## src/rtl/acc_move_pkg.sv

```systemverilog
// Shared encodings for the accumulator move path.
// Assumes the two-bit select ports of the top module use these codes.
package acc_move_pkg;
    typedef enum logic [1:0] {
        SCALE_NONE = 2'b00,
        SCALE_DOWN = 2'b01,
        SCALE_UP   = 2'b10,
        SCALE_RSVD = 2'b11
    } scale_mode_e;

    typedef enum logic [1:0] {
        RD_FULL = 2'd0,
        RD_EXT  = 2'd1,
        RD_MID  = 2'd2,
        RD_LOW  = 2'd3
    } rd_src_e;

    typedef enum logic [1:0] {
        WR_FULL = 2'd0,
        WR_MID  = 2'd1,
        WR_LOW  = 2'd2,
        WR_REG  = 2'd3
    } wr_dst_e;
endpackage

```

## src/rtl/acc_scaler.sv

```systemverilog
// One-position scaler and guard-bit check for full-accumulator reads.
// Takes only the accumulator bits from the top down to bit DATA_W-1, which is
// all that a shift by one can move into the high-word window. Produces that
// window, the sign, and whether the guard bits are in use after scaling.
// Assumes the accumulator is EXT_W + 2*DATA_W bits wide.
module acc_scaler
    import acc_move_pkg::*;
#(
    parameter int EXT_W  = 8,
    parameter int DATA_W = 24
) (
    input  logic [EXT_W+DATA_W:0] hi_bits,
    input  logic [1:0]            mode,
    output logic [DATA_W-1:0]     window,
    output logic                  sign,
    output logic                  ext_used
);
    localparam int HI_W  = EXT_W + DATA_W + 1;
    localparam int TOP_W = HI_W - DATA_W + 1;

    // One extra sign bit so a left shift keeps the true top bit.
    logic [HI_W:0]     wide;
    // Index k of scaled stands for accumulator bit k+DATA_W-1.
    logic [HI_W:1]     scaled;
    logic [TOP_W-1:0]  top;

    assign wide = {hi_bits[HI_W-1], hi_bits};

    // Select the shifted view according to the scaling mode.
    always_comb begin
        case (scale_mode_e'(mode))
            SCALE_DOWN: scaled = {wide[HI_W], wide[HI_W:2]};
            SCALE_UP:   scaled = wide[HI_W-1:0];
            default:    scaled = wide[HI_W:1];
        endcase
    end

    // The guard bits are in use when the bits above the window's sign are not uniform.
    always_comb begin
        top      = scaled[HI_W:DATA_W];
        ext_used = !((&top) || !(|top));
        window   = scaled[DATA_W:1];
        sign     = scaled[HI_W];
    end
endmodule

```

## src/rtl/acc_limiter.sv

```systemverilog
// Clamp and width selection for the read side.
// Full-source reads are clamped to the extreme data words when the guard bits
// are in use. Sub-register reads pass through untouched. A short destination
// keeps only the low SHORT_W bits of whichever value was chosen.
module acc_limiter #(
    parameter int DATA_W  = 24,
    parameter int SHORT_W = 16
) (
    input  logic [DATA_W-1:0] window,
    input  logic              sign,
    input  logic              ext_used,
    input  logic              full_src,
    input  logic [DATA_W-1:0] sub_value,
    input  logic              short_dst,
    output logic [DATA_W-1:0] result,
    output logic              sat
);
    localparam logic [DATA_W-1:0] SAT_POS = {1'b0, {(DATA_W-1){1'b1}}};
    localparam logic [DATA_W-1:0] SAT_NEG = {1'b1, {(DATA_W-1){1'b0}}};
    localparam logic [DATA_W-1:0] SHORT_MASK = DATA_W'((64'd1 << SHORT_W) - 64'd1);

    logic [DATA_W-1:0] base;

    // Choose between the clamp, the scaled window and the sub-register value.
    always_comb begin
        sat = full_src && ext_used;
        if (!full_src)
            base = sub_value;
        else if (sat)
            base = sign ? SAT_NEG : SAT_POS;
        else
            base = window;
        result = short_dst ? (base & SHORT_MASK) : base;
    end
endmodule

```

## src/rtl/acc_write_fmt.sv

```systemverilog
// Write-side operand formatting.
// Zero-fills a short operand to a data word. It then either builds a full
// accumulator value (sign-extended, zero low word), merges the operand into
// one sub-register of the current accumulator, or passes it on to a data-word
// register. Assumes SHORT_W <= DATA_W.
module acc_write_fmt
    import acc_move_pkg::*;
#(
    parameter int EXT_W   = 8,
    parameter int DATA_W  = 24,
    parameter int SHORT_W = 16
) (
    input  logic [EXT_W+2*DATA_W-1:0] acc_cur,
    input  logic [DATA_W-1:0]         data,
    input  logic                      short_op,
    input  logic [1:0]                dst,
    output logic [EXT_W+2*DATA_W-1:0] acc_val,
    output logic                      acc_sel,
    output logic [DATA_W-1:0]         reg_val,
    output logic                      reg_sel
);
    logic [DATA_W-1:0] opnd;

    // Zero-fill a short operand; the variant depends on whether there is room.
    generate
        if (SHORT_W < DATA_W) begin : g_fill
            assign opnd = short_op ? {{(DATA_W-SHORT_W){1'b0}}, data[SHORT_W-1:0]} : data;
        end else begin : g_same
            assign opnd = data;
        end
    endgenerate

    // Route the formatted operand to the selected destination.
    always_comb begin
        acc_val = acc_cur;
        acc_sel = 1'b0;
        reg_val = '0;
        reg_sel = 1'b0;
        case (wr_dst_e'(dst))
            WR_FULL: begin
                acc_val = {{EXT_W{opnd[DATA_W-1]}}, opnd, {DATA_W{1'b0}}};
                acc_sel = 1'b1;
            end
            WR_MID: begin
                acc_val[2*DATA_W-1:DATA_W] = opnd;
                acc_sel = 1'b1;
            end
            WR_LOW: begin
                acc_val[DATA_W-1:0] = opnd;
                acc_sel = 1'b1;
            end
            default: begin
                reg_val = opnd;
                reg_sel = 1'b1;
            end
        endcase
    end
endmodule

```

## src/rtl/acc_move_path.sv

```systemverilog
// Accumulator move path: scaled and limited reads, formatted writes.
// Both paths are registered once. The limit flag is sticky, with a synchronous
// clear in which a new clamp takes priority. Assumes EXT_W < DATA_W and
// SHORT_W <= DATA_W. acc_in is the live accumulator, used both as the read
// source and as the base for sub-register merges.
module acc_move_path
    import acc_move_pkg::*;
#(
    parameter int EXT_W   = 8,
    parameter int DATA_W  = 24,
    parameter int SHORT_W = 16
) (
    input  logic                      clk,
    input  logic                      rst_n,
    input  logic [1:0]                scale_mode,
    input  logic [EXT_W+2*DATA_W-1:0] acc_in,
    input  logic                      rd_valid,
    input  logic [1:0]                rd_src,
    input  logic                      rd_short,
    output logic [DATA_W-1:0]         rd_data,
    output logic                      rd_out_valid,
    input  logic                      limit_clr,
    output logic                      limit_flag,
    input  logic                      wr_valid,
    input  logic [1:0]                wr_dst,
    input  logic                      wr_short,
    input  logic [DATA_W-1:0]         wr_data,
    output logic                      acc_wr_en,
    output logic [EXT_W+2*DATA_W-1:0] acc_wr_data,
    output logic                      reg_wr_en,
    output logic [DATA_W-1:0]         reg_wr_data
);
    localparam int ACC_W = EXT_W + 2 * DATA_W;
    localparam logic [DATA_W-1:0] SAT_POS = {1'b0, {(DATA_W-1){1'b1}}};
    localparam logic [DATA_W-1:0] SAT_NEG = {1'b1, {(DATA_W-1){1'b0}}};

    logic [DATA_W-1:0] window_c;
    logic              sign_c;
    logic              ext_used_c;
    logic              full_src_c;
    logic [DATA_W-1:0] sub_val_c;
    logic [DATA_W-1:0] rd_res_c;
    logic              rd_sat_c;
    logic [ACC_W-1:0]  acc_val_c;
    logic              acc_sel_c;
    logic [DATA_W-1:0] reg_val_c;
    logic              reg_sel_c;

    logic              rd_sat_q;
    logic              rd_short_q;
    logic [1:0]        wr_dst_q;
    logic              wr_short_q;

    acc_scaler #(.EXT_W(EXT_W), .DATA_W(DATA_W)) u_scaler (
        .hi_bits  (acc_in[ACC_W-1:DATA_W-1]),
        .mode     (scale_mode),
        .window   (window_c),
        .sign     (sign_c),
        .ext_used (ext_used_c)
    );

    // Pick the sub-register value for reads that bypass scaling.
    always_comb begin
        full_src_c = (rd_src == RD_FULL);
        case (rd_src_e'(rd_src))
            RD_EXT:  sub_val_c = {{(DATA_W-EXT_W){acc_in[ACC_W-1]}}, acc_in[ACC_W-1:2*DATA_W]};
            RD_MID:  sub_val_c = acc_in[2*DATA_W-1:DATA_W];
            RD_LOW:  sub_val_c = acc_in[DATA_W-1:0];
            default: sub_val_c = '0;
        endcase
    end

    acc_limiter #(.DATA_W(DATA_W), .SHORT_W(SHORT_W)) u_limiter (
        .window    (window_c),
        .sign      (sign_c),
        .ext_used  (ext_used_c),
        .full_src  (full_src_c),
        .sub_value (sub_val_c),
        .short_dst (rd_short),
        .result    (rd_res_c),
        .sat       (rd_sat_c)
    );

    acc_write_fmt #(.EXT_W(EXT_W), .DATA_W(DATA_W), .SHORT_W(SHORT_W)) u_wfmt (
        .acc_cur  (acc_in),
        .data     (wr_data),
        .short_op (wr_short),
        .dst      (wr_dst),
        .acc_val  (acc_val_c),
        .acc_sel  (acc_sel_c),
        .reg_val  (reg_val_c),
        .reg_sel  (reg_sel_c)
    );

    // Register the read result; data holds when no read is accepted.
    always_ff @(posedge clk) begin
        if (!rst_n) begin
            rd_data      <= '0;
            rd_out_valid <= 1'b0;
            rd_sat_q     <= 1'b0;
            rd_short_q   <= 1'b0;
        end else begin
            rd_out_valid <= rd_valid;
            if (rd_valid) begin
                rd_data    <= rd_res_c;
                rd_sat_q   <= rd_sat_c;
                rd_short_q <= rd_short;
            end
        end
    end

    // Sticky limit flag: a clamp sets it, a clear resets it, and a clamp wins.
    always_ff @(posedge clk) begin
        if (!rst_n)
            limit_flag <= 1'b0;
        else if (rd_valid && rd_sat_c)
            limit_flag <= 1'b1;
        else if (limit_clr)
            limit_flag <= 1'b0;
    end

    // Register the write results and their strobes.
    always_ff @(posedge clk) begin
        if (!rst_n) begin
            acc_wr_en   <= 1'b0;
            acc_wr_data <= '0;
            reg_wr_en   <= 1'b0;
            reg_wr_data <= '0;
            wr_dst_q    <= '0;
            wr_short_q  <= 1'b0;
        end else begin
            acc_wr_en <= wr_valid && acc_sel_c;
            reg_wr_en <= wr_valid && reg_sel_c;
            if (wr_valid) begin
                acc_wr_data <= acc_val_c;
                reg_wr_data <= reg_val_c;
                wr_dst_q    <= wr_dst;
                wr_short_q  <= wr_short;
            end
        end
    end


    sat_value_chk: assert property (@(posedge clk) disable iff (!rst_n)
        (rd_out_valid && rd_sat_q && !rd_short_q) |-> (rd_data == SAT_POS || rd_data == SAT_NEG));


    short_upper_zero_chk: assert property (@(posedge clk) disable iff (!rst_n)
        (rd_out_valid && rd_short_q) |-> ((rd_data >> SHORT_W) == '0));


    flag_sticky_chk: assert property (@(posedge clk) disable iff (!rst_n)
        (limit_flag && !limit_clr) |=> limit_flag);


    flag_follows_sat_chk: assert property (@(posedge clk) disable iff (!rst_n)
        (rd_out_valid && rd_sat_q) |-> limit_flag);


    sub_read_flag_chk: assert property (@(posedge clk) disable iff (!rst_n)
        (rd_valid && rd_src != RD_FULL && !limit_clr) |=> $stable(limit_flag));


    full_write_format_chk: assert property (@(posedge clk) disable iff (!rst_n)
        (acc_wr_en && wr_dst_q == WR_FULL) |->
        (acc_wr_data[DATA_W-1:0] == '0 &&
         (acc_wr_data[ACC_W-1:2*DATA_W-1] == '0 || (&acc_wr_data[ACC_W-1:2*DATA_W-1]))));


    reg_short_fill_chk: assert property (@(posedge clk) disable iff (!rst_n)
        (reg_wr_en && wr_short_q) |-> ((reg_wr_data >> SHORT_W) == '0));


    mid_merge_keep_chk: assert property (@(posedge clk) disable iff (!rst_n)
        (acc_wr_en && wr_dst_q == WR_MID) |->
        (acc_wr_data[ACC_W-1:2*DATA_W] == $past(acc_in[ACC_W-1:2*DATA_W]) &&
         acc_wr_data[DATA_W-1:0] == $past(acc_in[DATA_W-1:0])));


    strobe_exclusive_chk: assert property (@(posedge clk) disable iff (!rst_n)
        !(acc_wr_en && reg_wr_en));
endmodule

```

## config.mk

```make
export PLATFORM = sky130hd
export DESIGN_NAME = acc_move_path
export DESIGN_NICKNAME = d
export VERILOG_FILES = /design/src/rtl/acc_move_pkg.sv /design/src/rtl/acc_scaler.sv /design/src/rtl/acc_limiter.sv /design/src/rtl/acc_write_fmt.sv /design/src/rtl/acc_move_path.sv
export SDC_FILE = /design/constraint.sdc
export NUM_CORES = 1
export LEC_CHECK = 0
export ABC_AREA = 1
export BUFFER_PORTS_ARGS = -buffer_cell sky130_fd_sc_hd__buf_4
export CORE_ASPECT_RATIO = 2
export CORE_UTILIZATION = 45
export DETAILED_ROUTE_END_ITERATION = 12
export PLACE_DENSITY = 0.71
export REMOVE_ABC_BUFFERS = 1
export SLEW_MARGIN = 30
export SYNTH_ARGS = -nofsm -noshare
export SYNTH_HDL_FRONTEND = slang
export SYNTH_HIERARCHICAL = 1
export SYNTH_SLANG_ARGS = --single-unit
```

## constraint.sdc

```tcl
create_clock -name clk -period 1.9 [get_ports clk]
set_input_delay 0 -clock clk [delete_from_list [all_inputs] [get_ports clk]]
set_output_delay 0 -clock clk [all_outputs]
set_load 0.01 [all_outputs]
```

==> flow_metrics.env <==
export IMPL_wl_um=21800
export IMPL_ys_async_sr_fraction=0
export IMPL_fp_row_count=62
export IMPL_critPathKind="input port to register"
export IMPL_hp_class="input port to register"
export IMPL_initial_core_util=0.460
export IMPL_ys_types=25
export IMPL_ys_ff_latch=108
export IMPL_tns_ns=0
export IMPL_swShare=0.321
export IMPL_setup_viol=0
export IMPL_crit_arrival_ns=1.95
export IMPL_cp_max_fo=23
export IMPL_path_clk_slew_ns=0.08
export IMPL_root_buffer="clkbuf_16"
export IMPL_slew_violations=0
export IMPL_grt_pass1_vias=7170
export IMPL_fin_crit_sh=0.896
export IMPL_grt_max_degree=59
export IMPL_dr_pass1_iters=7
export IMPL_register_area_um2=2160
export IMPL_yosysTopAreaCellShare=0.329
export IMPL_required_ns=2.15
export IMPL_cts_tree="done"
export IMPL_dp_hpwl_um=15800
export IMPL_coreArea_um2=14300
export IMPL_drt_iter0_drc=533
export IMPL_netlist_area_um2=6570
export IMPL_ios=201
export IMPL_vias=7616
export IMPL_yosysTopAreaCell="dfxtp_1"
export IMPL_port_buffers=200
export IMPL_die_h_um=173
export IMPL_netlist_instances=1090
export IMPL_multi_input_area_um2=3610
export IMPL_ys_flop_type="dfxtp_1"
export IMPL_viasPerCell=5.17
export IMPL_clock_latency_ns=0.35
export IMPL_dieWidth_um=87.4
export IMPL_status="finished, final reports clean"
export IMPL_synth_edf_count=0
export IMPL_yosys_top_cells_area="dfxtp_1, nand2_1, nor2_1, nand3_1, o21ai_0"
export IMPL_tightest_slew_ns=0.707
export IMPL_skew_ns=0
export IMPL_wire_per_inst_um=14.8
export IMPL_syn_area_per_cell_um2=6.03
export IMPL_p_seq_frac=0.423
export IMPL_placed_cell_area_um2=8060
export IMPL_power_switching_uw=1900
export IMPL_grt_first_pass_wirelength_um=34800
export IMPL_power_leakage_uw=0.00452
export IMPL_grt_ovfl_total=0
export IMPL_pwr_density_cell_nw_per_um2=680
export IMPL_slew_headroom=0.528
export IMPL_post_cts_setup_buffers=0
export IMPL_drc_errors=0
export IMPL_cts_max_level=3
export IMPL_yosys_warnings=6
export IMPL_max_cap_violations=0
export IMPL_period_minus_slack_ns=1.70
export IMPL_place_congestion=0.917
export IMPL_drive_above_1_share=0.201
export IMPL_design_area_um2=8680
export IMPL_cts_buffer_depth=2
export IMPL_ant_nets=0
export IMPL_start_kind="input port"
export IMPL_seq_area_frac_synth=0.329
export IMPL_cts_inserted_buffers=9
export IMPL_clock_power_share=0.316
export IMPL_clock_sinks=108
export IMPL_final_nets=1372
export IMPL_antenna_found_initial=1
export IMPL_vdd_drop_max_mv=0.453
export IMPL_synth_most_common_cell="nand2_1"
export IMPL_finalHoldViolCount=0
export IMPL_dieArea_um2=15100
export IMPL_internal_power_uw=4000
export IMPL_area_growth_pct=32.1
export IMPL_cp_end_kind="register"
export IMPL_combPwrFrac=0.261
export IMPL_nFillCells=1480
export IMPL_fmax_mhz=587
export IMPL_synth_common_cells="nand2_1, nor2_1, nand3_1"
export IMPL_track_usage=0.290
## worst paths after layout
kind              startpoint         endpoint  slack (ns)  cells past startpoint
max            scale_mode[0]      rd_data[22]        0.20                     18
min               wr_data[9]   acc_wr_data[9]       0.007                      5
max reg2reg  acc_wr_data[26]  acc_wr_data[26]        1.25                      2
min reg2reg       limit_flag       limit_flag        0.47                      2
## power by group through the flow
stage	logic, uW	registers, uW	clock network [uW]
finish	1540	2490	1860
global route	1700	2510	1970
CTS	1540	2490	1900
detailed placement	1470	2550	0
global placement	1460	2540	0
floorplan	635	2610	0
## cell type report
type                            instances  area share
Multi-Input combinational cell        823       0.416
Sequential cell                       108       0.249
Timing Repair Buffer                  258       0.240
Inverter                               77      0.0342
Tap cell                              192      0.0277
Clock buffer                            9      0.0260
Clock inverter                          6     0.00649
Antenna cell                            1    0.000288
## stage by stage
| stage | utilization | setup slack [ns] | hold slack, ns | total power [uW] | instances |
|---|---|---|---|---|---|
| 6_report | 0.608 | 0.198 | 0.00677 | 5900 | 1474 |
| 4_1_cts | 0.607 | 0.232 | 0.000167 | 5930 | 1473 |
| 3_3_place_gp | 0.565 | -0.0706 | 0.267 | 4000 | 1425 |
| 5_1_grt | 0.608 | -0.00190 | 0.0215 | 6190 | 1474 |
| 2_1_floorplan | - | -0.380 | 0.111 | 3240 | 1008 |
| 3_5_place_dp | 0.565 | -0.130 | 0.264 | 4010 | 1425 |
## critical path, cell delays in order
cell     delay (ns)
buf_4          0.08
inv_1          0.03
ha_1           0.33
buf_4          0.19
nor2_1         0.09
nor2_1         0.05
nor2_1         0.12
nand2_1        0.07
nor2_1         0.09
nand3_1        0.08
nand2_1        0.09
inv_1          0.09
nand3_4        0.24
nand3_1        0.12
nand2_1        0.07
inv_1          0.04
nor2_1         0.10
nor2_1         0.06
## flip-flops by register name (all words and copies together) (netlist names)
register and count:
acc_wr_data 56, rd_data 24, reg_wr_data 24, acc_wr_en 1, limit_flag 1, rd_out_valid 1, reg_wr_en 1
## metal layers
layer  track usage  part of all wire
met1         0.329              0.39
met2         0.507              0.51
met3        0.0444             0.050
met4         0.157             0.051
met5             0                 0
## layout by cell type, fill, tap and decap left out, drive strengths merged
cell / count
clkinvlp: 1
o22ai: 22
inv: 81
nor3: 8
clkinv: 1
or2: 5
dlygate4sd3: 33
buf: 225
diode: 1
dfxtp: 108
clkbuf: 9
nand2: 254
nand3: 140
a22oi: 1
o21ai: 142
nor2: 246
a21oi: 2
ha: 2
nand3b: 1
## timing repair
action                                 4_1_cts  5_1_grt
gates resized for setup                      0        2
setup endpoints to repair                    0        5
endpoints found under the hold margin       23        0
hold buffers                                33        0
## logic make-up after synthesis
kind of cell	Yosys count	share of synthesized area
AO/OA/AOI/OAI	167	0.132
adder cells (fa/ha/maj)	2	0.00381
buffers and inverters	159	0.122
AND/OR/NAND/NOR	654	0.414
flip-flops	108	0.329
No activity file was read; power rests on OpenSTA's default activity.
